File: src/rtl/pfd_lock_pkg.sv
package pfd_lock_pkg;

    typedef enum logic [1:0] {
        PD_IDLE = 2'd0,
        PD_LEAD = 2'd1,
        PD_LAG  = 2'd2,
        PD_HOLD = 2'd3
    } pd_state_t;

    typedef enum logic [1:0] {
        LK_OFF = 2'd0,
        LK_ACQ = 2'd1,
        LK_ON  = 2'd2
    } lk_state_t;

endpackage

File: src/rtl/pfd_core.sv
module pfd_core
    import pfd_lock_pkg::*;
#(
    parameter int CNT_W = 6
) (
    input  logic             clk,
    input  logic             rst_n,
    input  logic             ref_i,
    input  logic             div_i,
    input  logic             pol_i,
    input  logic             psave_i,
    output logic             pump_en_o,
    output logic             pump_val_o,
    output logic             busy_o,
    output logic [CNT_W-1:0] err_cnt_o,
    output logic             done_o,
    output logic [CNT_W-1:0] width_o
);

    localparam logic [CNT_W-1:0] CNT_MAX = {CNT_W{1'b1}};
    localparam logic [CNT_W-1:0] CNT_ONE = CNT_W'(1);

    pd_state_t        st, st_n;
    logic [CNT_W-1:0] cnt, cnt_n;

    always_ff @(posedge clk or negedge rst_n) begin
        if (!rst_n) begin
            st  <= PD_IDLE;
            cnt <= '0;
        end else begin
            st  <= st_n;
            cnt <= cnt_n;
        end
    end

    always_comb begin
        st_n    = st;
        cnt_n   = cnt;
        done_o  = 1'b0;
        width_o = '0;
        if (psave_i) begin
            st_n  = PD_HOLD;
            cnt_n = '0;
        end else begin
            unique case (st)
                PD_IDLE: begin
                    if (ref_i && div_i) begin
                        done_o = 1'b1;
                    end else if (ref_i) begin
                        st_n  = PD_LEAD;
                        cnt_n = CNT_ONE;
                    end else if (div_i) begin
                        st_n  = PD_LAG;
                        cnt_n = CNT_ONE;
                    end
                end
                PD_LEAD: begin
                    if (div_i) begin
                        st_n    = PD_IDLE;
                        done_o  = 1'b1;
                        width_o = cnt;
                        cnt_n   = '0;
                    end else if (cnt != CNT_MAX) begin
                        cnt_n = cnt + CNT_ONE;
                    end
                end
                PD_LAG: begin
                    if (ref_i) begin
                        st_n    = PD_IDLE;
                        done_o  = 1'b1;
                        width_o = cnt;
                        cnt_n   = '0;
                    end else if (cnt != CNT_MAX) begin
                        cnt_n = cnt + CNT_ONE;
                    end
                end
                PD_HOLD: begin
                    if (ref_i) begin
                        st_n = PD_IDLE;
                    end
                end
                default: st_n = PD_IDLE;
            endcase
        end
    end

    always_comb begin
        busy_o     = (st == PD_LEAD) || (st == PD_LAG);
        err_cnt_o  = cnt;
        pump_en_o  = busy_o && !psave_i;
        pump_val_o = pump_en_o && (pol_i ? (st == PD_LEAD) : (st == PD_LAG));
    end

endmodule

File: src/rtl/lock_fsm.sv
module lock_fsm
    import pfd_lock_pkg::*;
#(
    parameter int CNT_W    = 6,
    parameter int UNLOCK_W = 2,
    parameter int LOCK_W   = 4,
    parameter int LOCK_CNT = 3
) (
    input  logic             clk,
    input  logic             rst_n,
    input  logic             psave_i,
    input  logic             busy_i,
    input  logic [CNT_W-1:0] err_cnt_i,
    input  logic             done_i,
    input  logic [CNT_W-1:0] width_i,
    output logic             locked_o
);

    localparam int GW = (LOCK_CNT < 3) ? 1 : $clog2(LOCK_CNT);
    localparam logic [GW-1:0]    GOOD_LAST = GW'(LOCK_CNT - 1);
    localparam logic [CNT_W-1:0] DROP_AT   = CNT_W'(UNLOCK_W);
    localparam logic [CNT_W-1:0] GOOD_MAX  = CNT_W'(LOCK_W);

    lk_state_t     st, st_n;
    logic [GW-1:0] good, good_n;

    always_ff @(posedge clk or negedge rst_n) begin
        if (!rst_n) begin
            st   <= LK_OFF;
            good <= '0;
        end else begin
            st   <= st_n;
            good <= good_n;
        end
    end

    always_comb begin
        st_n   = st;
        good_n = good;
        if (psave_i) begin
            st_n   = LK_OFF;
            good_n = '0;
        end else begin
            unique case (st)
                LK_OFF, LK_ACQ: begin
                    if (done_i) begin
                        if (width_i <= GOOD_MAX) begin
                            if (good == GOOD_LAST) begin
                                st_n   = LK_ON;
                                good_n = '0;
                            end else begin
                                st_n   = LK_ACQ;
                                good_n = good + 1'b1;
                            end
                        end else begin
                            st_n   = LK_OFF;
                            good_n = '0;
                        end
                    end
                end
                LK_ON: begin
                    if (busy_i && (err_cnt_i >= DROP_AT)) begin
                        st_n   = LK_OFF;
                        good_n = '0;
                    end
                end
                default: begin
                    st_n   = LK_OFF;
                    good_n = '0;
                end
            endcase
        end
    end

    always_comb begin
        locked_o = (st == LK_ON);
    end

endmodule

File: src/rtl/mon_mux.sv
module mon_mux (
    input  logic       lock_i,
    input  logic [1:0] fr_i,
    input  logic [1:0] fp_i,
    input  logic       lds_i,
    input  logic       t1_i,
    input  logic       t2_i,
    output logic       mon_o
);

    always_comb begin
        if (!lds_i) begin
            mon_o = lock_i;
        end else if (t2_i) begin
            mon_o = t1_i ? fp_i[1] : fp_i[0];
        end else begin
            mon_o = t1_i ? fr_i[1] : fr_i[0];
        end
    end

endmodule

File: src/rtl/pfd_lock_top.sv
module pfd_lock_top #(
    parameter int CNT_W    = 6,
    parameter int UNLOCK_W = 2,
    parameter int LOCK_W   = 4,
    parameter int LOCK_CNT = 3
) (
    input  logic       clk,
    input  logic       rst_n,
    input  logic [1:0] ref_pulse,
    input  logic [1:0] div_pulse,
    input  logic [1:0] pol,
    input  logic [1:0] psave,
    input  logic       mon_lds,
    input  logic       mon_t1,
    input  logic       mon_t2,
    output logic [1:0] pump_en,
    output logic [1:0] pump_val,
    output logic       lock_out,
    output logic       mon_out
);

    localparam int NCH = 2;

    logic [NCH-1:0]            ch_busy;
    logic [NCH-1:0]            ch_done;
    logic [NCH-1:0]            ch_locked;
    logic [NCH-1:0][CNT_W-1:0] ch_cnt;
    logic [NCH-1:0][CNT_W-1:0] ch_width;

    for (genvar g = 0; g < NCH; g++) begin : g_chan
        pfd_core #(
            .CNT_W (CNT_W)
        ) u_pfd (
            .clk        (clk),
            .rst_n      (rst_n),
            .ref_i      (ref_pulse[g]),
            .div_i      (div_pulse[g]),
            .pol_i      (pol[g]),
            .psave_i    (psave[g]),
            .pump_en_o  (pump_en[g]),
            .pump_val_o (pump_val[g]),
            .busy_o     (ch_busy[g]),
            .err_cnt_o  (ch_cnt[g]),
            .done_o     (ch_done[g]),
            .width_o    (ch_width[g])
        );

        lock_fsm #(
            .CNT_W    (CNT_W),
            .UNLOCK_W (UNLOCK_W),
            .LOCK_W   (LOCK_W),
            .LOCK_CNT (LOCK_CNT)
        ) u_lock (
            .clk       (clk),
            .rst_n     (rst_n),
            .psave_i   (psave[g]),
            .busy_i    (ch_busy[g]),
            .err_cnt_i (ch_cnt[g]),
            .done_i    (ch_done[g]),
            .width_i   (ch_width[g]),
            .locked_o  (ch_locked[g])
        );
    end

    always_comb begin
        lock_out = &(ch_locked | psave);
    end

    mon_mux u_mon (
        .lock_i (lock_out),
        .fr_i   (ref_pulse),
        .fp_i   (div_pulse),
        .lds_i  (mon_lds),
        .t1_i   (mon_t1),
        .t2_i   (mon_t2),
        .mon_o  (mon_out)
    );

endmodule

File: config.mk
export PLATFORM = sky130hd
export DESIGN_NAME = pfd_lock_top
export DESIGN_NICKNAME = d
export VERILOG_FILES = /design/src/rtl/pfd_lock_pkg.sv /design/src/rtl/pfd_core.sv /design/src/rtl/lock_fsm.sv /design/src/rtl/mon_mux.sv /design/src/rtl/pfd_lock_top.sv
export SDC_FILE = /design/constraint.sdc
export NUM_CORES = 1
export LEC_CHECK = 0
export BUFFER_PORTS_ARGS = -buffer_cell sky130_fd_sc_hd__buf_2
export CAP_MARGIN = 25
export CORE_UTILIZATION = 50
export CTS_BUF_LIST = sky130_fd_sc_hd__clkbuf_8
export DETAILED_ROUTE_END_ITERATION = 7
export GPL_TIMING_DRIVEN = 0
export PLACE_DENSITY = 0.7
export SYNTH_ARGS = -nofsm -noshare
export SYNTH_HDL_FRONTEND = slang
export SYNTH_SLANG_ARGS = --single-unit
export TNS_END_PERCENT = 1
File: constraint.sdc
create_clock -name clk -period 5.1 [get_ports clk]
set_input_delay 0.255 -clock clk [delete_from_list [all_inputs] [get_ports clk]]
set_output_delay 0.255 -clock clk [all_outputs]
set_load 0.01 [all_outputs]
==> key figures <==
Route
  – DRT iter0 DRCs: 168
  – Detail-routed via count per cell: 6.03
  – DRT Wirelength: slightly above 4 mm
  – Post-DRT Antenna Nets: 0
  – Pre-antenna DRT Iters: 6
  – Drt wl/cell: 14.2 um
  – Vias post-DR: around 1700
  – DR DRC count: 0

Clock network
  – Clk sinks: 24
  – TritonCTS clock tree: yes
  – Root Buffer: clkbuf_8
  – Clock latency on the worst-skew pair: 0.27 ns
  – CTS buffer count: 3
  – Clock transition at path regs: roughly 0.090 ns
  – Clock buffer depth: 2
  – H-Tree Depth: 1

Power and ir drop
  – Int Pwr: 0.347 mW
  – Pwr Total: approximately 0.53 mW
  – Sw Ratio: 34.7%
  – Cell leakage power: 0.922 nW
  – Share of total power in combinational logic: 33.7%
  – Clock share of power: about 25%
  – Sequential share of power: 41.7%
  – Psw: 0.184 mW
  – Peak supply drop: 0.120 mV
  – Pwr/cell area: 249 nW/um^2

Place
  – # placed instances: 284
  – I/O Buffers: 14
  – Dpl hpwl: about 3.1 mm
  – Post-place setup slack: 3.17 ns
  – GP Congestion: 0.829

Die
  – Initial Util: 52.6%
  – Width of the chip: between 60 and 70 um
  – Top Ports: 19
  – Core area: between 3000 and 4000 sq um
  – # rows: 22
  – Die Area: a little over 4000 sq um
  – Die height: 64.3 um

Finish
  – Number of diodes: 0
  – Layout Cells excl Fill: 289
  – Fin nets: 271
  – Area Overhead vs Synth: 10.1%
  – Most frequent cells in the layout: dfrtp_1 (24), buf_2 (16), ha_1 (16)
  – Share of cells above drive strength 1: 14.5%
  – Most common cell after layout, fill and taps aside: dfrtp_1

Worst setup path
  – Kind of critical path: reg2reg
  – Max FO, Critical Path: 6
  – CP endpoint kind: register
  – Req. time, crit path: between 5 and 6 ns
  – Startpoint Class: register
  – Crit path arrival time: 2.12 ns

Timing
  – Peak Freq: 0.502 GHz
  – Period utilisation layout: 39.1%
  – Fin. Hold Viols: 0
  – Hold_ws: roughly 0.25 ns
  – Clk_skew: 0.00544 ns
  – Fin worst setup slack: ~3.1 ns
  – Final slew viol count: 0
  – Max-slew headroom: 58.8%
  – RSZ-0062 raised after global routing: no
  – Measured slew at the worst slew-check pin: 0.614 ns
  – Final setup violation count: 0
  – Setup_tns: 0 ns
  – Period minus WS final: 1.99 ns

Synthesis
  – Cells after synthesis: 222
  – Top_reg_cell synth: dfrtp_1
  – Synth Register Bits: 24
  – Simple-Gate Fraction of Synth Area: 21.5%
  – XOR/XNOR Fraction of Synth Area: 0.903%
  – Compound-Gate Fraction of Synth Area: a little over a quarter
  – Yosys warns: 0
  – Post-synthesis adder-cell area fraction: 10.3%
  – Post-synth ARST share: 100%
  – Synth top area share: 30.9%
  – Synthesized area per cell: between 8 and 9 sq um
  – Post-synth EDFFs: 0
  – Post-synth top area cell: dfrtp_1
  – Syn Nets: 251
  – Unique masters post-synth: 49
  – Ranking of synthesized cells by area: dfrtp_1 (31%), ha_1 (10%), nand2b_1 (4.2%)
  – Mapped cell area: 1940 sq um
  – Sequential element share of the synthesized area: 30.9%
  – Mux cell area share after synthesis: between 3 and 4%
  – Main combinational cell family by area after synthesis: compound AO/OA/AOI/OAI gates

Global route
  – Initial antenna violation count: 0
  – Pin count of the biggest net entering global routing: 25
  – Vias in the first global route: between 1500 and 2000
  – First-pass GRT wire length: 7.13 mm
  – Grt ovf: 0
  – GRT Total Usage: 22.0%

Worst hold path
  – Hold Crit Class: in2reg

Run
  – MaxCap Viol Count: 0

Run status
  – Outcome: finished, final reports clean
==> layer usage <==
layer  share of wire (%)  vias to the layer above  wire length (um)  GRT usage [%]
met2                  44                       45              1800           33.4
met3                 5.0                        8               206           4.64
met1                  49                      820              2030           30.6
li1                    -                      870                 -              -
met5                   0                        -                 0              0
met4                 1.8                        0                73           8.06
==> power groups by stage <==
stage | Sequential, mW | Combinational [mW] | Clock (mW)
2_1_floorplan | 0.221 | 0.136 | 0
3_3_place_gp | 0.225 | 0.175 | 0
3_5_place_dp | 0.225 | 0.177 | 0
4_1_cts | 0.221 | 0.179 | 0.136
5_1_grt | 0.223 | 0.202 | 0.142
6_report | 0.221 | 0.179 | 0.130
==> cells in the mapped netlist (all sizes together) (7+ instances only) <==
cell    instances
dfrtp          24
ha             16
nand3          16
a21oi          15
inv            15
nor2           15
nand2b         13
nand2          12
o21ai           9
buf             8
a22oi           7
nand4           7
==> state kept, by name, indices dropped and copies added (netlist names) <==
register and count:
g_chan.u_lock.good 4, g_chan.u_pfd.err_cnt_o 12, g_chan.u_pfd.st 4, g_chan.u_lock.st 4
==> timing repair <==
item | 4_1_cts | 5_1_grt
hold buffers | 1 | 0
gates resized for setup | 0 | 0
hold endpoints to repair | 24 | 0
setup buffers | 0 | 0
==> worst paths after layout <==
path	from	end	slack, ns	cells past startpoint
setup / recovery	g_chan[0].u_pfd.st[0]	g_chan[0].u_lock.good[1]	3.11	6
min in group asynchronous	rst_n	g_chan[1].u_pfd.err_cnt_o[3]	0.50	2
hold / removal	psave[0]	g_chan[0].u_pfd.err_cnt_o[0]	0.25	2
hold reg to reg	g_chan[0].u_lock.st[0]	g_chan[0].u_lock.st[0]	0.51	2
max in group asynchronous	rst_n	g_chan[1].u_lock.st[1]	4.23	2
setup reg to reg	g_chan[0].u_pfd.st[0]	g_chan[0].u_lock.good[1]	3.11	6
==> stage by stage <==
step | util, % | area [sq um]
after detailed placement | 56.1 | 2070
after global placement | 56.1 | 2070
after CTS | 57.9 | 2140
after global routing | 57.9 | 2140
final | 57.9 | 2140
after floorplan | - | 1940
==> critical path: stages, from the launching register on <==
cell,delay [ns]
dfrtp_1,0.43
inv_1,0.13
ha_1,0.29
a22oi_1,0.11
nand3b_1,0.18
a211oi_1,0.54
o32ai_1,0.17
==> layout make-up <==
type | count | area [sq um]
timing repair buffer | 15 | 80.1
fill | 343 | 1550
sequential | 24 | 601
tap | 48 | 60.1
inverter | 15 | 56.3
buffer | 10 | 62.6
clock buffer | 4 | 55.1
multi-input combinational | 173 | 1220
==> kinds of logic (layout without fill, tap and decap cells) <==
kind of cell / Yosys count / count (layout)
flops: 24 / 24
fa+ha+maj: 16 / 16
simple gates: 78 / 78
mux: 5 / 5
compound gates: 72 / 72
xor+xnor: 2 / 2
buf+inv: 25 / 44
Note: power is estimated with default switching activity, not from simulation.
